===== src/rtl/lp_seq_pkg.sv =====
package lp_seq_pkg;

    typedef enum logic [2:0] {
        LP_ACTIVE,
        LP_PD_COUNT,
        LP_POWER_DOWN,
        LP_PD_EXIT,
        LP_SR_ENTRY,
        LP_SELF_REFRESH,
        LP_SR_EXIT
    } lp_state_e;

    typedef struct packed {
        logic cke;
        logic sr_cmd;
        logic ready;
    } lp_pins_t;

    localparam lp_pins_t PINS_RESET = '{cke: 1'b1, sr_cmd: 1'b0, ready: 1'b0};

    // Pin values presented to the device for each sequencer state
    function automatic lp_pins_t pins_for(input lp_state_e s);
        lp_pins_t p;
        p.cke    = !(s == LP_POWER_DOWN || s == LP_SR_ENTRY || s == LP_SELF_REFRESH);
        p.sr_cmd = (s == LP_SR_ENTRY);
        p.ready  = (s == LP_ACTIVE);
        return p;
    endfunction

endpackage


===== src/rtl/lp_idle_timer.sv =====
module lp_idle_timer #(
    parameter int W = 8
) (
    input  logic         clk,
    input  logic         rst,
    input  logic         load,
    input  logic         run,
    input  logic [W-1:0] load_val,
    output logic         expire
);
    localparam logic [W-1:0] ONE = W'(1);

    logic [W-1:0] cnt;

    always_ff @(posedge clk) begin
        if (rst)
            cnt <= '0;
        else if (load)
            cnt <= load_val;
        else if (run && cnt != '0)
            cnt <= cnt - ONE;
    end

    assign expire = run && (cnt == ONE);

    AST_IDLE_LOAD_NONZERO: assert property (@(posedge clk) disable iff (rst)
        load |-> load_val != '0);

    AST_IDLE_NO_UNDERRUN: assert property (@(posedge clk) disable iff (rst)
        (load) |=> (cnt != '0));

endmodule


===== src/rtl/lp_delay_timer.sv =====
module lp_delay_timer #(
    parameter int W = 4
) (
    input  logic         clk,
    input  logic         rst,
    input  logic         load,
    input  logic [W-1:0] load_val,
    output logic         zero
);
    logic [W-1:0] cnt;

    always_ff @(posedge clk) begin
        if (rst)
            cnt <= '0;
        else if (load)
            cnt <= load_val;
        else if (cnt != '0)
            cnt <= cnt - W'(1);
    end

    assign zero = (cnt == '0);

    AST_DELAY_LOADED: assert property (@(posedge clk) disable iff (rst)
        load |=> cnt == $past(load_val));

endmodule


===== src/rtl/lp_pin_stage.sv =====
module lp_pin_stage
    import lp_seq_pkg::*;
(
    input  logic      clk,
    input  logic      rst,
    input  lp_state_e state,
    output lp_pins_t  pins
);
    always_ff @(negedge clk) begin
        if (rst)
            pins <= PINS_RESET;
        else
            pins <= pins_for(state);
    end

    AST_READY_NEEDS_CKE: assert property (@(negedge clk) disable iff (rst)
        pins.ready |-> pins.cke);

    AST_STROBE_ONE_CYCLE: assert property (@(negedge clk) disable iff (rst)
        pins.sr_cmd |=> !pins.sr_cmd);

    AST_STROBE_CKE_LOW: assert property (@(negedge clk) disable iff (rst)
        pins.sr_cmd |-> !pins.cke);

endmodule


===== src/rtl/sdram_lowpower_seq.sv =====
module sdram_lowpower_seq
    import lp_seq_pkg::*;
#(
    parameter int PD_W  = 8,
    parameter int DLY_W = 4
) (
    input  logic             clk,
    input  logic             rst,
    input  logic [PD_W-1:0]  cfg_pd_period,
    input  logic [DLY_W-1:0] cfg_txp,
    input  logic [DLY_W-1:0] cfg_tesr,
    input  logic [DLY_W-1:0] cfg_txsr,
    input  logic             delay_expired,
    input  logic             rd_fifo_drained,
    input  logic             mif_busy,
    input  logic             cmdq_empty,
    input  logic             sr_req,
    output logic             cke,
    output logic             sr_cmd,
    output logic             cmd_ready
);
    lp_state_e        state_q, state_d;
    logic             idle_load, idle_run, idle_expire;
    logic             dly_load, dly_zero;
    logic [DLY_W-1:0] dly_val;
    logic             idle_evt, quiet;
    lp_pins_t         pins;

    assign idle_evt = delay_expired | rd_fifo_drained;
    assign quiet    = cmdq_empty & ~mif_busy;
    assign idle_run = (state_q == LP_PD_COUNT);

    always_comb begin
        state_d   = state_q;
        idle_load = 1'b0;
        dly_load  = 1'b0;
        dly_val   = '0;
        case (state_q)
            LP_ACTIVE: begin
                if (sr_req && quiet) begin
                    state_d = LP_SR_ENTRY;
                end else if (idle_evt && quiet && cfg_pd_period != '0) begin
                    state_d   = LP_PD_COUNT;
                    idle_load = 1'b1;
                end
            end
            LP_PD_COUNT: begin
                if (!quiet)
                    state_d = LP_ACTIVE;
                else if (sr_req)
                    state_d = LP_SR_ENTRY;
                else if (idle_expire)
                    state_d = LP_POWER_DOWN;
            end
            LP_POWER_DOWN: begin
                if (!cmdq_empty) begin
                    state_d  = LP_PD_EXIT;
                    dly_load = 1'b1;
                    dly_val  = cfg_txp;
                end
            end
            LP_PD_EXIT: begin
                if (dly_zero)
                    state_d = LP_ACTIVE;
            end
            LP_SR_ENTRY: begin
                state_d  = LP_SELF_REFRESH;
                dly_load = 1'b1;
                dly_val  = cfg_tesr;
            end
            LP_SELF_REFRESH: begin
                if (dly_zero && !sr_req) begin
                    state_d  = LP_SR_EXIT;
                    dly_load = 1'b1;
                    dly_val  = cfg_txsr;
                end
            end
            LP_SR_EXIT: begin
                if (dly_zero)
                    state_d = LP_ACTIVE;
            end
            default: state_d = LP_ACTIVE;
        endcase
    end

    always_ff @(posedge clk) begin
        if (rst)
            state_q <= LP_ACTIVE;
        else
            state_q <= state_d;
    end

    lp_idle_timer #(.W(PD_W)) u_idle (
        .clk      (clk),
        .rst      (rst),
        .load     (idle_load),
        .run      (idle_run),
        .load_val (cfg_pd_period),
        .expire   (idle_expire)
    );

    lp_delay_timer #(.W(DLY_W)) u_delay (
        .clk      (clk),
        .rst      (rst),
        .load     (dly_load),
        .load_val (dly_val),
        .zero     (dly_zero)
    );

    lp_pin_stage u_pins (
        .clk   (clk),
        .rst   (rst),
        .state (state_q),
        .pins  (pins)
    );

    assign cke       = pins.cke;
    assign sr_cmd    = pins.sr_cmd;
    assign cmd_ready = pins.ready;

    AST_NO_AUTO_PD: assert property (@(posedge clk) disable iff (rst)
        (state_q == LP_ACTIVE && cfg_pd_period == '0) |=> state_q != LP_PD_COUNT);

    AST_COUNT_ABORT: assert property (@(posedge clk) disable iff (rst)
        (state_q == LP_PD_COUNT && !cmdq_empty) |=> state_q == LP_ACTIVE);

    AST_PD_WAKE: assert property (@(posedge clk) disable iff (rst)
        (state_q == LP_POWER_DOWN && !cmdq_empty) |=> state_q == LP_PD_EXIT);

    AST_PD_EXIT_HOLD: assert property (@(posedge clk) disable iff (rst)
        (state_q == LP_PD_EXIT && !dly_zero) |=> state_q == LP_PD_EXIT);

    AST_SR_RESIDENCY: assert property (@(posedge clk) disable iff (rst)
        (state_q == LP_SELF_REFRESH && (!dly_zero || sr_req)) |=> state_q == LP_SELF_REFRESH);

    AST_SR_EXIT_HOLD: assert property (@(posedge clk) disable iff (rst)
        (state_q == LP_SR_EXIT && !dly_zero) |=> state_q == LP_SR_EXIT);

endmodule


===== config.mk =====
export PLATFORM = sky130hd
export DESIGN_NAME = sdram_lowpower_seq
export DESIGN_NICKNAME = d
export VERILOG_FILES = /design/src/rtl/lp_seq_pkg.sv /design/src/rtl/lp_idle_timer.sv /design/src/rtl/lp_delay_timer.sv /design/src/rtl/lp_pin_stage.sv /design/src/rtl/sdram_lowpower_seq.sv
export SDC_FILE = /design/constraint.sdc
export NUM_CORES = 1
export LEC_CHECK = 0
export BUFFER_PORTS_ARGS = -buffer_cell sky130_fd_sc_hd__buf_2
export CAP_MARGIN = 0
export CORE_MARGIN = 5
export CORE_UTILIZATION = 40
export DETAILED_ROUTE_END_ITERATION = 7
export PLACE_DENSITY = 0.64
export SLEW_MARGIN = 10
export SYNTH_ARGS = -nofsm -noshare
export SYNTH_HDL_FRONTEND = slang
export SYNTH_SLANG_ARGS = --single-unit

===== constraint.sdc =====
create_clock -name clk -period 2.5 [get_ports clk]
set_input_delay 0 -clock clk [delete_from_list [all_inputs] [get_ports clk]]
set_output_delay 0 -clock clk [all_outputs]
set_load 0.05 [all_outputs]

==> Word-level counts from Yosys, hierarchy flattened <==
Index checks and enable logic that the tools add are counted.
Widths: inputs -> output; s select.
{ "op_classes": {"add_sub_neg": 2, "n_eq_ne": 12, "n_mux": 22, "n_bitwise": 3, "n_reduce_logical": 19} }
{ "ops": {"columns": ["cell", "n"], "rows": [
  ["$mux 3", 8],
  ["$pmux 3 s6", 1],
  ["$mux 4", 4],
  ["$mux 8", 2],
  ["$reduce_bool 8->1", 2],
  ["$pmux 4 s3", 1],
  ["$eq 3x3->1 const B", 3],
  ["$eq 8x1->1 const B", 1],
  ["$sub 8x1->8 const B", 1],
  ["$eq 3x2->1 const B", 2],
  ["$logic_and 1x1->1", 6],
  ["$mux 1", 5],
  ["$reduce_and 5->1", 1],
  ["$logic_not 4->1", 1],
  ["$ne 2x2->1 const B", 2],
  ["$ne 4x4->1 const B", 1],
  ["$reduce_bool 2->1", 2],
  ["$reduce_bool 4->1", 1],
  ["$sub 4x1->4 const B", 1],
  ["$eq 3x1->1 const B", 1],
  ["$logic_not 3->1", 1],
  ["$ne 3x3->1 const B", 1],
  ["$pmux 1 s3", 1],
  ["$logic_not 1->1", 2],
  ["other kinds (6)", 7]
]} }
{ "word_totals": {"ff_bits": 18, "inputBits": 27, "out_inout_bits": 3} }

==> Logic depth before layout (Yosys ltp) <==
Gate-level depths: netlist of the first run.
{ "depth": {"depth_word": 8, "mapped_depth": 7, "depth_no_buf": 7} }

==> Modules after synthesis <==
From an unflattened synthesis of the first run, not the netlist that was laid out.
{ "hier_totals": {"cells_unflattened": 146, "hier_area_um2": 1247.4} }
{ "by_module_without_submodules": {"columns": ["module", "n_inst", "cells_each", "area_per_inst_um2"], "rows": [
  ["lp_idle_timer", 1, 63, 513.0],
  ["sdram_lowpower_seq", 1, 50, 407.9],
  ["lp_delay_timer", 1, 24, 229.0],
  ["lp_pin_stage", 1, 9, 97.6]
]} }

==> results of run 1 <==
==> stage by stage <==
stage	power (uW)	std cells	area (um^2)
after floorplan	861	142	1270
after global placement	980	213	1460
after detailed placement	991	213	1460
after CTS	1170	225	1560
after global routing	1260	225	1560
final	1170	225	1560
==> path summary, 6_finish.rpt <==
path                                     end  slack (ns)
setup / recovery   u_pins.pins[2]$_SDFF_NP1_        0.24
hold / removal    u_idle.cnt[3]$_SDFFE_PP0P_        0.02
setup reg to reg   u_pins.pins[2]$_SDFF_NP1_        0.24
hold reg to reg   u_idle.cnt[3]$_SDFFE_PP0P_        0.50
==> flip-flops by register name, summed over array words and instances, names as in the netlist <==
register / flops
u_idle.cnt: 8
u_delay.cnt: 4
state_q: 3
u_pins.pins: 3
==> synth_stat cells, types with 3 or more instances <==
library cell / n / area share
dfxtp_1: 18 / 0.28
nor2_1: 14 / 0.041
a21oi_1: 9 / 0.035
inv_1: 8 / 0.024
nand2_1: 8 / 0.024
nand3_1: 5 / 0.020
nor3_1: 5 / 0.020
a222oi_1: 4 / 0.032
a32o_1: 4 / 0.032
ha_1: 4 / 0.039
nand3b_1: 4 / 0.024
nor4_1: 4 / 0.020
a22oi_1: 3 / 0.018
a31oi_1: 3 / 0.015
nand2b_1: 3 / 0.015
==> routing by layer <==
| layer | track usage | vias up | wire (um) |
|---|---|---|---|
| li1 | - | 629 | - |
| met1 | 0.201 | 594 | 1470 |
| met2 | 0.266 | 31 | 1640 |
| met3 | 0.0442 | 4 | 134 |
| met4 | 0.0457 | 0 | 31 |
| met5 | 0 | - | 0 |
==> power breakdown <==
part	internal [uW]	switching [uW]	total [uW]	leakage [uW]
Clock	79.1	101	180	0.0000344
Sequential	344	58.7	403	0.000147
Combinational	270	313	583	0.000417
==> worst reg2reg max path: cells and delay by family, from the launching register on <==
kind	cells	cell delay (ns)
simple gates	2	0.47
flops	1	0.42
compound gates	1	0.06
==> cell type report <==
class,count,area (um^2)
fillers,330,1490
multi-input cells,109,837
flip-flops and latches,18,360
repair buffers,39,235
well taps,44,55.1
inverters,8,31.3
clock buffers,4,30.0
clock inverters,3,11.3
==> what timing repair did <==
item,CTS,global route
hold endpoints to repair,6,0
hold buffers,6,0
gates resized for setup,0,0
==> kinds of logic (layout without fill, tap and decap cells) <==
kind of cell / count (synthesis) / count (layout) / synth area share
AO/OA/AOI/OAI: 43 / 43 / 0.293
XOR/XNOR: 2 / 2 / 0.0138
AND/OR/NAND/NOR: 60 / 60 / 0.311
adder cells (fa/ha/maj): 4 / 4 / 0.0394
buffers and inverters: 15 / 54 / 0.0591
flip-flops: 18 / 18 / 0.284
==> results.toml, run 1 <==
[cells_and_area]
drive_gt1_frac = 0.315
antenna_cells = 0
fin_nets = 213
layout_commonest_cell = "buf_2"
area_growth_pct = 22.9
finish.utilization = 0.511
final_cell_mix = "buf_2 (29), dfxtp_1 (18), nor2_1 (14)"

[cts]
cts_buffers = 3
cts_sinks = 18
clk_latency_ns = 0.35
post-cts-setup-buffers = 0
clock_path_buffers = 2
cts_root_buf = "clkbuf_4"
clkTransAtPathRegs_ns = 0.10
tritoncts = "done"
htreeDepth = 1

[yosys]
yosysSeqAreaShare = 0.284
synth_edf_count = 0
ys_dominant_reg_cell = "dfxtp_1"
netlist_area_um2 = 1270
yosysUniqueCellTypes = 54
avgSynthCellArea_um2 = 8.94
async_flop_share = 0
ys_ff_latch = 18
synthCells = 142
yosys_warnings = 0
syn_nets = 173

[floorplanning]
die_w_um = 66.3
coreArea_um2 = 3050
die-area_um2 = 4400
core.rowCount = 20
io_pins = 30
start_util = 0.416
die_h_um = 66.3

[global_route]
overflow = 0
antenna_found_initial = 0
grt_start_max_net_pins = 21
grt_pass1_wl_mm = 5.56
grt_util_all_layers = 0.161
grt_pass1_vias = 1265

[sta]
hold_viol = 0
fin_ws_ns = 0.241
max_slew_margin = 0.491
slew_viol_final = 0
worstMarginPinSlew_ns = 0.756
finalSetupTns_ns = 0
rsz0062_at_grt = "no"
hold_slack_ns = 0.0161
setup_viol = 0
fin_worst_skew_ns = 0.0567

[detailed_routing]
drtAntennaViolNets = 0
drtIter0Drc = 71
num_vias = 1258
routed_via_density = 5.59
wl_mm = 3.27
wl_per_cell_um = 14.5
drc = 0
drt-pass1-iter-count = 5

[worst_setup_path]
cp_top_family = "simple AND/OR/NAND/NOR gates"
r2r.worst_path.cells = 3
path_class = "flip-flop to flip-flop"
timing.rr.start = "state_q[1]$_SDFFE_PP0P_"
cp-startpoint = "state_q[1]$_SDFFE_PP0P_"
crit_path_end_kind = "flip-flop"
critPathArrivalTime_ns = 1.24
crit_cells = 3
critPathBufInv = 0
worstPathRequired_ns = 1.48
max_stage_delay_ns = 0.42
cp-start-kind = "flip-flop"
cp_max_fo = 9
worstPathCellList = "nor2b_2 -> a21oi_1 -> or2_2"
critPathSlowestCell = "dfxtp_1"

[min_path]
hold_start = "cfg_pd_period[3]"
hp-class = "input port to flip-flop"
hold_depth = 3

[pwr]
p_leak_uw = 0.000599
ir_drop_v = 0.000411
power.density_nw_per_um2 = 748

[place]
place_ws_ns = 0.216
place_congestion = 0.812
dpl.hpwl_mm = 2.57
port_buffers = 29

[run_status]
status = "finished clean"

[job]
cap_violations = 0
Power figures use the tool's default switching activity.
==> run 2: changes to the inputs <==
--- a/config.mk
+++ b/config.mk
@@ -7,10 +7,11 @@
 export LEC_CHECK = 0
 export BUFFER_PORTS_ARGS = -buffer_cell sky130_fd_sc_hd__buf_2
 export CAP_MARGIN = 0
-export CORE_MARGIN = 5
-export CORE_UTILIZATION = 40
+export CELL_PAD_IN_SITES_DETAIL_PLACEMENT = 2
+export CELL_PAD_IN_SITES_GLOBAL_PLACEMENT = 2
+export CORE_UTILIZATION = 31
 export DETAILED_ROUTE_END_ITERATION = 7
-export PLACE_DENSITY = 0.64
+export PLACE_DENSITY = 0.8
 export SLEW_MARGIN = 10
 export SYNTH_ARGS = -nofsm -noshare
 export SYNTH_HDL_FRONTEND = slang
==> constraint.sdc (replaced) <==
create_clock -name clk -period 2.2 [get_ports clk]
set_input_delay 0 -clock clk [delete_from_list [all_inputs] [get_ports clk]]
set_output_delay 0 -clock clk [all_outputs]
set_load 0.05 [all_outputs]
==> run 2 against run 1 <==
Non-clock buffer count decreased by 4. Critical path depth rose by 4. Sequential share of layout area up 0.36 points. Worst hold slack improved by 0.0060 ns. Combinational power rose by 20%. Total power up 23%. Cell area down 1.2%. First-iteration DRC count rose by 4.2%. Flip-flop and latch count is the same. Cell count unchanged.
==> results.toml, run 2 (synthesis gave the netlist of run 1 again) <==
[run_status]
status = "finished clean"

[floorplanning]
io_pins = 30
start_util = 0.334
core.rowCount = 22
coreArea_um2 = 3800
die-area_um2 = 4360
die_w_um = 66.0
die_h_um = 66.0

[worst_setup_path]
worstPathCellList = "inv_1 -> ha_1 -> or4b_4 -> a21oi_2 -> a31oi_1 -> a222oi_1 -> nor2_1"
critPathSlowestCell = "or4b_4"
cp_top_family = "compound AO/OA/AOI/OAI gates"
timing.rr.start = "u_delay.cnt[0]$_SDFFE_PP0P_"
worstPathRequired_ns = 2.34
cp_max_fo = 5
cp-startpoint = "u_delay.cnt[0]$_SDFFE_PP0P_"
path_class = "flip-flop to flip-flop"
critPathArrivalTime_ns = 2.19
critPathBufInv = 1
max_stage_delay_ns = 0.52
cp-start-kind = "flip-flop"
crit_path_end_kind = "flip-flop"

[detailed_routing]
wl_mm = 4.16
num_vias = 1314
drt-pass1-iter-count = 4
wl_per_cell_um = 18.5
drtAntennaViolNets = 0
drtIter0Drc = 74
routed_via_density = 5.84
drc = 0

[cells_and_area]
drive_gt1_frac = 0.333
area_growth_pct = 21.4
regMostFlops = "u_idle.cnt"
layout_commonest_cell = "buf_2"
reg.largest.list = "u_idle.cnt: 8 flops, u_delay.cnt: 4 flops"
antenna_cells = 0
finish.utilization = 0.406
largest_reg_flops = 8
final_cell_mix = "buf_2 (29), dfxtp_1 (17), nor2_1 (14)"
fin_area_um2 = 1540
fin_nets = 209

[min_path]
hold_start = "cfg_pd_period[5]"
hp-class = "input port to flip-flop"

[cts]
htreeDepth = 1
cts_root_buf = "clkbuf_8"
clock_path_buffers = 2
cts_sinks = 18
clk_latency_ns = 0.32
cts_hold_buf = 0
cts_buffers = 3
tritoncts = "done"
clkTransAtPathRegs_ns = 0.07
postCtsResizedCells = 0
post-cts-setup-buffers = 0

[pwr]
p_leak_uw = 0.000591
ir_drop_v = 0.000475
fin_total_pwr_uw = 1430
power.density_nw_per_um2 = 927

[sta]
setup_viol = 0
max_freq_mhz = 487
fin_crit_sh = 0.934
fin_worst_skew_ns = 0.0648
rsz0062_at_grt = "no"
fin_crit_ns = 2.05
finalSetupTns_ns = 0
max_slew_margin = 0.463
hold_viol = 0
slew_viol_final = 0
worstMarginPinSlew_ns = 0.797

[global_route]
grt_util_all_layers = 0.216
grt_start_max_net_pins = 21
overflow = 0
grt_pass1_vias = 1428
antenna_found_initial = 0
grt_pass1_wl_mm = 7.06

[place]
dpl.hpwl_mm = 3.29
place_area_um2 = 1490
place_congestion = 0.831
port_buffers = 29

[job]
cap_violations = 0
==> run 2: cell type report <==
cell class | instances | area (um^2)
clock buffer | 4 | 45.0
clock inverter | 3 | 11.3
timing repair buffer | 35 | 190
sequential | 18 | 362
inverter | 8 | 31.3
fill | 451 | 2260
multi-input combinational | 109 | 842
tap | 48 | 60.1
==> run 2: metal layers <==
layer / GRT usage / vias up / wire length (um) / part of all wire
met1: 0.265 / 644 / 1850 / 0.44
met4: 0.0638 / 0 / 85 / 0.020
met2: 0.372 / 37 / 2050 / 0.49
met3: 0.0500 / 10 / 177 / 0.043
li1: - / 623 / - / -
met5: 0 / - / 0 / 0
==> run 2: path summary, 6_finish.rpt <==
kind / endpoint / slack (ns) / depth (start not counted)
max: u_delay.cnt[0]$_SDFFE_PP0P_ / 0.15 / 7
min: u_idle.cnt[5]$_SDFFE_PP0P_ / 0.02 / 3
max reg2reg: u_delay.cnt[0]$_SDFFE_PP0P_ / 0.15 / 7
min reg2reg: u_idle.cnt[3]$_SDFFE_PP0P_ / 0.50 / 2
==> run 2: power by group <==
group,total [uW],switching (uW),internal (uW)
Sequential,461,69.1,392
Combinational,702,398,304
Clock,267,131,136
==> run 2: worst reg2reg max path, delay by kind of cell, from the launching register on <==
kind            cells  cell delay, ns
simple gates        2            0.59
fa+ha+maj           1            0.19
compound gates      3            0.72
buf+inv             1            0.09
flops               1            0.34
==> run 2: stage by stage <==
step | cells | setup WS [ns] | hold slack (ns)
CTS | 225 | 0.138 | 0.0184
finish | 225 | 0.145 | 0.0222
global placement | 219 | 0.219 | 0.276
floorplan | 142 | 0.0311 | 0.150
global route | 225 | 0.00758 | 0.0238
detailed placement | 219 | 0.145 | 0.296
==> run 3: changes to the inputs <==
--- a/config.mk
+++ b/config.mk
@@ -9,9 +9,11 @@
 export CAP_MARGIN = 0
 export CELL_PAD_IN_SITES_DETAIL_PLACEMENT = 2
 export CELL_PAD_IN_SITES_GLOBAL_PLACEMENT = 2
-export CORE_UTILIZATION = 31
+export CORE_UTILIZATION = 33
+export CTS_BUF_LIST = sky130_fd_sc_hd__clkbuf_4 sky130_fd_sc_hd__clkbuf_8
 export DETAILED_ROUTE_END_ITERATION = 7
-export PLACE_DENSITY = 0.8
+export PLACE_DENSITY = 0.84
+export REMOVE_ABC_BUFFERS = 1
 export SLEW_MARGIN = 10
 export SYNTH_ARGS = -nofsm -noshare
 export SYNTH_HDL_FRONTEND = slang
==> run 3 against run 2 <==
Worst setup slack worse by 0.032 ns. Sequential power hardly changed. Routed wire length is 5.1% higher. Critical path depth is 4 lower. Die area is 5.9% lower.
==> results.toml, run 3 (synthesis gave the netlist of run 1 again) <==
[global_route]
overflow = 0
grt_util_all_layers = 0.233
grt_pass1_wl_mm = 7.25
grt_start_max_net_pins = 17
antenna_found_initial = 0
grt_pass1_vias = 1481

[cells_and_area]
antenna_cells = 0
drive_gt1_frac = 0.343
fin_nets = 213
area_growth_pct = 23.8
regMostFlops = "u_idle.cnt"
layout_commonest_cell = "buf_2"
largest_reg_flops = 8
final_cell_mix = "buf_2 (29), dfxtp_1 (17), nor2_1 (14)"
reg.largest.list = "u_idle.cnt: 8 flops, u_delay.cnt: 4 flops"

[worst_setup_path]
critPathBufInv = 0
max_stage_delay_ns = 0.39
worstPathRequired_ns = 1.31
cp_max_fo = 6
critPathSlowestCell = "dfxtp_2"
crit_cells = 3
path_class = "flip-flop to flip-flop"
cp_top_family = "simple AND/OR/NAND/NOR gates"
critPathArrivalTime_ns = 1.20
cp-start-kind = "flip-flop"
worstPathCellList = "nor2b_2 -> a21oi_1 -> or2_2"
r2r.worst_path.cells = 3
crit_path_end_kind = "flip-flop"

[floorplanning]
core.rowCount = 22
start_util = 0.344
coreArea_um2 = 3690
io_pins = 30
die_h_um = 64.0
die_w_um = 64.0
die-area_um2 = 4100

[cts]
htreeDepth = 1
clock_path_buffers = 2
clkTransAtPathRegs_ns = 0.08
tritoncts = "done"
cts_sinks = 18
cts_root_buf = "clkbuf_8"
clk_latency_ns = 0.33
cts_buffers = 3

[sta]
slew_viol_final = 0
worstMarginPinSlew_ns = 0.501
finalSetupTns_ns = 0
rsz0062_at_grt = "no"
fin_worst_skew_ns = 0.0661
fin_ws_ns = 0.114
setup_viol = 0
hold_viol = 0
max_slew_margin = 0.665

[job]
cap_violations = 0

[detailed_routing]
wl_per_cell_um = 19.1
routed_via_density = 5.71
drt-pass1-iter-count = 4
wl_mm = 4.37
drtAntennaViolNets = 0
num_vias = 1307
drc = 0
drtIter0Drc = 44

[pwr]
p_seq_frac = 0.322
ir_drop_v = 0.000498
power.density_nw_per_um2 = 914
swShare = 0.414
pwr-share-clk = 0.193
p_leak_uw = 0.000610
internal_power_uw = 843
p_comb_frac = 0.485
p_sw_uw = 594

[place]
place_ws_ns = -0.0257
place_congestion = 0.901
dpl.hpwl_mm = 3.31
port_buffers = 29

[min_path]
hp-class = "input port to flip-flop"
hold_depth = 3

[run_status]
status = "finished clean"
-- run 3: path summary, 6_finish.rpt --
| kind | slack, ns | from | endpoint |
|---|---|---|---|
| setup / recovery | 0.11 | state_q[2]$_SDFFE_PP0P_ | u_pins.pins[2]$_SDFF_NP1_ |
| setup reg to reg | 0.11 | state_q[2]$_SDFFE_PP0P_ | u_pins.pins[2]$_SDFF_NP1_ |
| hold reg to reg | 0.51 | u_idle.cnt[3]$_SDFFE_PP0P_ | u_idle.cnt[3]$_SDFFE_PP0P_ |
| hold / removal | 0.01 | cfg_pd_period[6] | u_idle.cnt[6]$_SDFFE_PP0P_ |
-- run 3: area by class of cell --
| class | count | area [um^2] |
|---|---|---|
| clock buffers | 3 | 41.3 |
| clock inverters | 4 | 16.3 |
| fillers | 431 | 2120 |
| inverters | 8 | 31.3 |
| multi-input cells | 109 | 837 |
| flip-flops and latches | 18 | 362 |
| well taps | 48 | 60.1 |
| repair buffers | 39 | 225 |
-- run 3: repair_timing --
item | CTS | global route
hold endpoints to repair | 2 | 0
hold buffers | 2 | 0
gates resized for setup | 1 | 1
setup endpoints to repair | 1 | 2
setup buffers | 0 | 2
-- run 3: stage by stage --
step / area (um^2) / cells / power, uW / utilization / hold slack, ns
floorplan: 1230 / 136 / 963 / - / 0.0689
global placement: 1480 / 219 / 1120 / 0.401 / 0.266
detailed placement: 1480 / 219 / 1170 / 0.401 / 0.278
CTS: 1560 / 227 / 1450 / 0.422 / 0.00624
global route: 1570 / 229 / 1560 / 0.426 / 0.0211
finish: 1570 / 229 / 1440 / 0.426 / 0.0133
-- run 3: routing by layer --
layer | global-route usage | vias to the layer above | share of wire
li1 | - | 628 | -
met1 | 0.257 | 658 | 0.42
met2 | 0.445 | 16 | 0.55
met3 | 0.0482 | 5 | 0.022
met4 | 0.0568 | 0 | 0.0078
met5 | 0 | - | 0
-- run 3: power groups by stage --
| stage | Clock (uW) | Combinational (uW) | Sequential [uW] |
|---|---|---|---|
| floorplan | 11.3 | 476 | 476 |
| global route | 308 | 775 | 473 |
| finish | 277 | 697 | 463 |
| CTS | 293 | 696 | 463 |
| detailed placement | 11.3 | 692 | 470 |
| global placement | 11.3 | 648 | 461 |
-- run 3: tightest hold or removal path, cell delays in order --
cell and delay [ns]:
buf_2 0.09, a21oi_1 0.06, a21oi_1 0.10
